===== src/rtl/init_seq_pkg.sv =====
package init_seq_pkg;
  typedef enum logic [1:0] {
    SEQ_IDLE,
    SEQ_SETTLE,
    SEQ_COUNT,
    SEQ_USER
  } seq_state_t;
endpackage


===== src/rtl/init_opt_latch.sv =====
module init_opt_latch (
  input  logic clk,
  input  logic rst,
  input  logic strobe,
  input  logic bit_in,
  output logic en_q
);
  logic seen_q;

  always_ff @(posedge clk) begin
    if (rst) begin
      seen_q <= 1'b0;
      en_q   <= 1'b0;
    end else if (strobe && !seen_q) begin
      seen_q <= 1'b1;
      en_q   <= bit_in;
    end
  end


  opt_frozen_chk: assert property (@(posedge clk) disable iff (rst)
    seen_q |=> $stable(en_q));
endmodule


===== src/rtl/init_tick_sel.sv =====
module init_tick_sel (
  input  logic clk,
  input  logic rst,
  input  logic lock,
  input  logic sel_in,
  input  logic osc_tick,
  input  logic usr_tick,
  output logic sel_q,
  output logic tick
);
  logic locked_q;

  always_ff @(posedge clk) begin
    if (rst) begin
      sel_q    <= 1'b0;
      locked_q <= 1'b0;
    end else if (lock && !locked_q) begin
      sel_q    <= sel_in;
      locked_q <= 1'b1;
    end
  end

  assign tick = sel_q ? usr_tick : osc_tick;


  sel_frozen_chk: assert property (@(posedge clk) disable iff (rst)
    locked_q |=> $stable(sel_q));
endmodule


===== src/rtl/init_span_counter.sv =====
module init_span_counter #(
  parameter int LIMIT = 299
) (
  input  logic clk,
  input  logic rst,
  input  logic clr,
  input  logic en,
  output logic last
);
  localparam int W = $clog2(LIMIT + 1);
  logic [W-1:0] cnt;

  assign last = en && (cnt == W'(LIMIT - 1));

  always_ff @(posedge clk) begin
    if (rst || clr) cnt <= '0;
    else if (en)    cnt <= last ? '0 : cnt + 1'b1;
  end


  cnt_range_chk: assert property (@(posedge clk) disable iff (rst)
    cnt < W'(LIMIT));
endmodule


===== src/rtl/init_startup_seq.sv =====
module init_startup_seq #(
  parameter int INIT_CYC  = 299,
  parameter int CD2CU_CYC = 12
) (
  input  logic clk,
  input  logic rst,
  input  logic conf_done,
  input  logic opt_strobe,
  input  logic opt_initdone_en,
  input  logic usr_clk_sel,
  input  logic osc_tick,
  input  logic usr_tick,
  output logic initdone_pull_low,
  output logic user_mode
);
  import init_seq_pkg::*;

  seq_state_t state;
  logic       cd_q, rise, opt_en, sel_q, tick;
  logic       settle_last, count_last, um_next;

  assign rise = conf_done && !cd_q;

  always_ff @(posedge clk) begin
    if (rst) cd_q <= 1'b1;
    else     cd_q <= conf_done;
  end

  init_opt_latch u_opt (
    .clk(clk), .rst(rst), .strobe(opt_strobe),
    .bit_in(opt_initdone_en), .en_q(opt_en)
  );

  init_tick_sel u_sel (
    .clk(clk), .rst(rst), .lock(rise && state == SEQ_IDLE),
    .sel_in(usr_clk_sel), .osc_tick(osc_tick), .usr_tick(usr_tick),
    .sel_q(sel_q), .tick(tick)
  );

  init_span_counter #(.LIMIT(CD2CU_CYC)) u_settle (
    .clk(clk), .rst(rst), .clr(state != SEQ_SETTLE),
    .en(state == SEQ_SETTLE), .last(settle_last)
  );

  init_span_counter #(.LIMIT(INIT_CYC)) u_count (
    .clk(clk), .rst(rst), .clr(state != SEQ_COUNT),
    .en(state == SEQ_COUNT && tick), .last(count_last)
  );

  assign um_next = (state == SEQ_USER) || (state == SEQ_COUNT && count_last);

  always_ff @(posedge clk) begin
    if (rst) begin
      state             <= SEQ_IDLE;
      user_mode         <= 1'b0;
      initdone_pull_low <= 1'b0;
    end else begin
      case (state)
        SEQ_IDLE:   if (rise) state <= usr_clk_sel ? SEQ_SETTLE : SEQ_COUNT;
        SEQ_SETTLE: if (settle_last) state <= SEQ_COUNT;
        SEQ_COUNT:  if (count_last) state <= SEQ_USER;
        default:    state <= SEQ_USER;
      endcase
      user_mode         <= um_next;
      initdone_pull_low <= opt_en && !um_next;
    end
  end


  um_sticky_chk: assert property (@(posedge clk) disable iff (rst)
    user_mode |=> user_mode);

  um_needs_tick_chk: assert property (@(posedge clk) disable iff (rst)
    $rose(user_mode) |-> $past(tick));

  pin_released_chk: assert property (@(posedge clk) disable iff (rst)
    user_mode |-> !initdone_pull_low);

  rst_clears_chk: assert property (@(posedge clk)
    rst |=> (!user_mode && !initdone_pull_low));
endmodule


===== config.mk =====
export PLATFORM = sky130hd
export DESIGN_NAME = init_startup_seq
export DESIGN_NICKNAME = d
export VERILOG_FILES = /design/src/rtl/init_seq_pkg.sv /design/src/rtl/init_opt_latch.sv /design/src/rtl/init_tick_sel.sv /design/src/rtl/init_span_counter.sv /design/src/rtl/init_startup_seq.sv
export SDC_FILE = /design/constraint.sdc
export NUM_CORES = 1
export LEC_CHECK = 0
export ABC_CLOCK_PERIOD_IN_PS = 2100
export BUFFER_PORTS_ARGS = -buffer_cell sky130_fd_sc_hd__buf_2
export CAP_MARGIN = 20
export CORE_UTILIZATION = 55
export CTS_CLUSTER_DIAMETER = 150
export DETAILED_ROUTE_END_ITERATION = 12
export PLACE_DENSITY = 0.77
export SKIP_CTS_REPAIR_TIMING = 1
export SLEW_MARGIN = 5
export SYNTH_ARGS = -nofsm -noshare
export SYNTH_HDL_FRONTEND = slang
export SYNTH_SLANG_ARGS = --single-unit
export TNS_END_PERCENT = 30

===== constraint.sdc =====
create_clock -name clk -period 2.1 [get_ports clk]
set_clock_uncertainty 0.1 [all_clocks]
set_input_delay 0.21 -clock clk [delete_from_list [all_inputs] [get_ports clk]]
set_output_delay 0.21 -clock clk [all_outputs]
set_load 0.05 [all_outputs]

==> Yosys cells after proc, flatten, opt, wreduce, memory -nomap -nowiden <==
Index checks and enable logic that the tools add are counted.
{ "word_totals": {"reg_bits": 22, "word_cells": 48, "output_inout_bits": 2, "in_bits": 8} }
{ "op_classes": {"n_eq_ne": 10, "add_sub_neg": 2, "n_mux": 8, "n_reduce_logical": 18} }
{ "op_table": {"columns": ["cell", "count"], "rows": [
  ["$add 9x1->9 const B", 1],
  ["$eq 9x9->1 const B", 1],
  ["$logic_and 1x1->1", 9],
  ["$mux 9", 1],
  ["$mux 2", 4],
  ["$ne 2x2->1 const B", 4],
  ["$pmux 2 s3", 1],
  ["$add 4x1->4 const B", 1],
  ["$eq 2x2->1 const B", 2],
  ["$eq 4x4->1 const B", 1],
  ["$logic_not 1->1", 4],
  ["$mux 4", 1],
  ["$logic_or 1x1->1", 3],
  ["$reduce_and 3->1", 1],
  ["$eq 2x1->1 const B", 1],
  ["$logic_not 2->1", 1],
  ["$ne 2x1->1 const B", 1],
  ["$mux 1", 1]
]} }

==> Longest topological paths before layout <==
{ "depth": {"ltp_word": 7, "depth_mapped": 7, "depth_no_buf": 6} }

==> Modules after synthesis <==
A second synthesis with hierarchy kept.
{ "hier_totals": {"cells_unflattened": 109, "area_unflattened_um2": 1018.5} }
{ "modules_own_cells": {"columns": ["module", "instances", "cells_per_inst", "area_each_um2", "seq_area_each_um2"], "rows": [
  ["init_span_counter at u_count", 1, 50, 445.4, 180.2],
  ["init_startup_seq", 1, 24, 211.5, 100.1],
  ["init_span_counter at u_settle", 1, 18, 192.7, 80.1],
  ["init_tick_sel", 1, 9, 92.6, 40.0],
  ["init_opt_latch", 1, 8, 76.3, 40.0]
]} }

==> Least setup slack after synthesis <==
OpenSTA, ideal clock, no wires.
{ "synth_timing": {"path_type": "register to register", "start": "register u_count.cnt[1]", "end": "register initdone_pull_low", "setup_time_ns": 0.116, "setup_slack_ns": 0.516, "arrival_ns": 1.369, "path_buffers": 0, "path_stages_with_launch": 6, "cell_sequence": "dfxtp_1 ha_1 nor4bb_1 a41oi_1 or2b_1 and3b_1"} }
{ "synth_between": {"elab_chain_len": 6} }
{ "synth_rtl": {"columns": ["element", "line", "source"], "rows": [
  ["start, declared", "init_span_counter.sv:11", "logic [W-1:0] cnt;"],
  ["start signal, assigned", "init_span_counter.sv:17", "else if (en) cnt <= last ? '0 : cnt + 1'b1;"],
  ["$eq 9x9->1", "init_span_counter.sv:13", "assign last = en && (cnt == W'(LIMIT - 1));"],
  ["$logic_and 1x1->1", "init_span_counter.sv:13", null],
  ["$logic_and 1x1->1", "init_startup_seq.sv:50", "assign um_next = (state == SEQ_USER) || (state == SEQ_COUNT && count_last);"],
  ["$logic_or 1x1->1", "init_startup_seq.sv:50", null],
  ["$logic_not 1->1", "init_startup_seq.sv:65", "initdone_pull_low <= opt_en && !um_next;"],
  ["$logic_and 1x1->1", "init_startup_seq.sv:65", null],
  ["end signal, assigned", "init_startup_seq.sv:65", null],
  ["end, declared", "init_startup_seq.sv:13", "output logic initdone_pull_low,"]
]} }
Every way passes these cells.
A chain may end at the register's enable or synchronous reset.

==> Worst setup path in the final report <==
{ "layout_timing": {"start": "register u_count.cnt[1]", "end": "register u_count.cnt[0]"} }
{ "layout_between": {"elab_chain_len": 3} }
{ "layout_rtl": {"columns": ["element", "line"], "rows": [
  ["$eq 9x9->1", "init_span_counter.sv:13"],
  ["$logic_and 1x1->1", "init_span_counter.sv:13"],
  ["$mux 9", "init_span_counter.sv:17"]
]} }
Every way passes these cells.

==> summary.txt <==
outcome - complete, no violations
TritonCTS buffer count - 3
Worst VDD drop - 363 uV
core area - 0.00171 mm^2
Die Wd - 44.6 um
CTS tree - done
unrepaired setup endpoints after global routing - no
first-pass GRT wire length - 2790 um
Detail Placement HPWL - 1250 um
Mapped Area - 997 um^2
worst endpoint data arrival time - 1.89 ns
critical hold path startpoint - opt_strobe
element type at the critical path end - register
met2 Resource Use GR - 32.6%
Worst Hold Depth - 3
r2r setup slk - 0.31 ns
Worst Reg-to-Reg Cells - 5
met3 GRT Util - 3.67%
dominant cell type by area after synthesis - dfxtp_1
Clk pin slew, worst setup/hold paths - 0.12 ns
share of post-route cells with drive strength above 1 - 16.2%
overall power - 0.714 mW
slowest cell on the critical path - dfxtp_1
die height - 44.6 um
worst min path class - input pin to register
slowest stage delay, CP - 0.44 ns
FP Rows - 15
P&R area growth vs syn - 10.3%
fin nets - 129
Cell Pwr Density - 649 mW/mm^2
max frequency - 557 MHz
largest cells by area after synthesis - dfxtp_1, nor2_1, xnor2_1, ha_1, mux2i_1
n_diodes - 0
Unique masters post-synth - 38
area share of the leading cell type in the synthesized netlist - 44.2%
Final min period - 1.79 ns
r2r startpoint - u_count.cnt[1]$_SDFFE_PP0P_
first drt pass iteration count - 4
drt via density - 5.34
Psw - 0.159 mW
Root Buffer - clkbuf_4
Via Count - 758
port bufs - 9
worst-path cell chain - ha_1, nor4bb_1, a31oi_1, nand2b_1, nor2_1
clock latency on the worst-skew pair - 0.31 ns
Fin. Hold Viols - 0
Worst slew margin - 65.7%
Final Setup Violations - 0
met1 Track Usage GR - 23.3%
GR Overflow Total - 0
CP max FO - 9
max-cap violation count - 0
Die ar. - 0.00199 mm^2
Final Max Slew Viols - 0
Crit path depth - 5
Setup TNS - 0 ns
Final GP Congestion - 0.761
initial antenna violation count - 0
Synth Instances - 106
crit share post-route - 85.5%
clock tree sinks - 22
Initial Utilization - 58.4%
FF+latch count, synth - 22
largest net degree at the start of global routing - 13
filler instances - 146
async set-reset flop share out of synthesis - 0%
Seq/Total Area, Yosys - 44.2%
Hold EP - u_opt.seen_q$_SDFFE_PP0P_
CP Launch Type - register
DRC errors left - 0
drt total wl - 1720 um
CP required - 2.20 ns
clock share of power - 32.5%
gr usage total - 19.2%
synth warn - 0
Post-Syn Nets - 117
Comb power frac - 6.7%
H-tree levels - 1
post-detailed-route count of antenna-violating nets - 0
Leak - 0.433 nW
Worst Tran Pin Value - 0.500 ns
most utilized layer in the global route result - met2
wire per inst - 12.1 um
IO Count - 10
Clock Path Buffers - 2
sequential power share - 60.8%
FF-to-FF End - u_count.cnt[0]$_SDFFE_PP0P_
number of DRC markers in iteration 0 - 12
Post-synth EDFFs - 0
Synth Area per Inst - 9.41 um^2
CP top delay family - simple AND/OR/NAND/NOR gates
Top FF cell, synth - dfxtp_1
WS Path Type - register to register
Net Sw Frac - 22.3%
worst path buffer plus inverter count - 0
number of global-route vias before repair - 683
internal cell power - 0.555 mW
[routing by layer]
metal,part of all wire (%),wire length (um)
met3,2.9,50
met2,50,859
met5,0,0
met4,0.76,13
met1,46,796
[logic make-up after synthesis]
kind of cell | after synthesis | synth area share (%)
buffers and inverters | 6 | 3.14
and+or+nand+nor | 55 | 31.5
DFF | 22 | 44.2
muxes | 4 | 4.52
adders and majority gates | 3 | 3.76
xor gates and xnor gates | 9 | 7.91
AOI/OAI and AO/OA | 7 | 5.02
[flip-flops by register name, summed over array words and instances (netlist names)]
register and count:
u_settle.cnt 4, u_sel.sel_q 1, cd_q 1, user_mode 1
initdone_pull_low 1, u_count.cnt 9, u_opt.seen_q 1, u_opt.en_q 1
u_sel.locked_q 1, state 2
[through the flow]
stage / area [um^2] / setup WS [ns] / utilization [%] / cells / hold slack, ns
after floorplan: 997 / 0.516 / - / 106 / 0.217
final: 1100 / 0.305 / 64.4 / 142 / 0.00812
after global routing: 1100 / 0.186 / 64.4 / 142 / 0.0290
after CTS: 1090 / 0.299 / 63.8 / 141 / -0.0127
after global placement: 1050 / 0.432 / 61.7 / 137 / 0.307
after detailed placement: 1050 / 0.336 / 61.7 / 137 / 0.313
[synthesized netlist by cell type, types with 2 or more instances]
library cell,instances
ha_1,3
nand2b_1,2
nor2_1,22
nor2b_1,2
inv_1,3
nand3_1,5
mux2i_1,3
xnor2_1,7
nor3_1,6
dfxtp_1,22
nand2_1,3
xor2_1,2
[cell usage in the layout (no fill, tap or decap), drive strengths merged, types with 3 or more instances in the layout]
| cell | instances |
|---|---|
| nor2 | 22 |
| dfxtp | 22 |
| buf | 9 |
| xnor2 | 7 |
| nor3 | 6 |
| nand3 | 5 |
| clkbuf | 4 |
| inv | 3 |
| mux2i | 3 |
| nand2 | 3 |
| ha | 3 |
| nand2b | 3 |
[worst reg2reg max path, delay by kind of cell, from the launching register on]
kind	cells	cell delay, ns
DFF	1	0.44
adders and majority gates	1	0.18
and+or+nand+nor	3	0.79
AOI/OAI and AO/OA	1	0.18
[power by group through the flow]
stage / registers, mW / logic (mW) / clock network [mW]
finish: 0.434 / 0.0480 / 0.232
detailed placement: 0.443 / 0.0462 / 0
CTS: 0.434 / 0.0466 / 0.236
floorplan: 0.443 / 0.0336 / 0
global placement: 0.443 / 0.0452 / 0
global route: 0.436 / 0.0534 / 0.261
[layout make-up]
class                      count  area, um^2  area share, %
sequential                    22         440           40.0
tap                           25        31.3           2.84
clock buffer                   4        36.3           3.30
inverter                       3        11.3           1.02
timing repair buffer          10        55.1           5.01
multi-input combinational     78         526           47.8
[how the worst max path moves through the flow]
stage | start | end | slack (ns)
after floorplan | u_count.cnt[1]$_SDFFE_PP0P_ | initdone_pull_low$_SDFF_PP0_ | 0.52
final | u_count.cnt[1]$_SDFFE_PP0P_ | u_count.cnt[0]$_SDFFE_PP0P_ | 0.31
after detailed placement | u_count.cnt[1]$_SDFFE_PP0P_ | initdone_pull_low$_SDFF_PP0_ | 0.34
after global routing | u_count.cnt[1]$_SDFFE_PP0P_ | u_count.cnt[0]$_SDFFE_PP0P_ | 0.19
after global placement | u_count.cnt[1]$_SDFFE_PP0P_ | initdone_pull_low$_SDFF_PP0_ | 0.43
after CTS | u_count.cnt[1]$_SDFFE_PP0P_ | u_count.cnt[0]$_SDFFE_PP0P_ | 0.30
No activity file was read; power rests on OpenSTA's default activity.
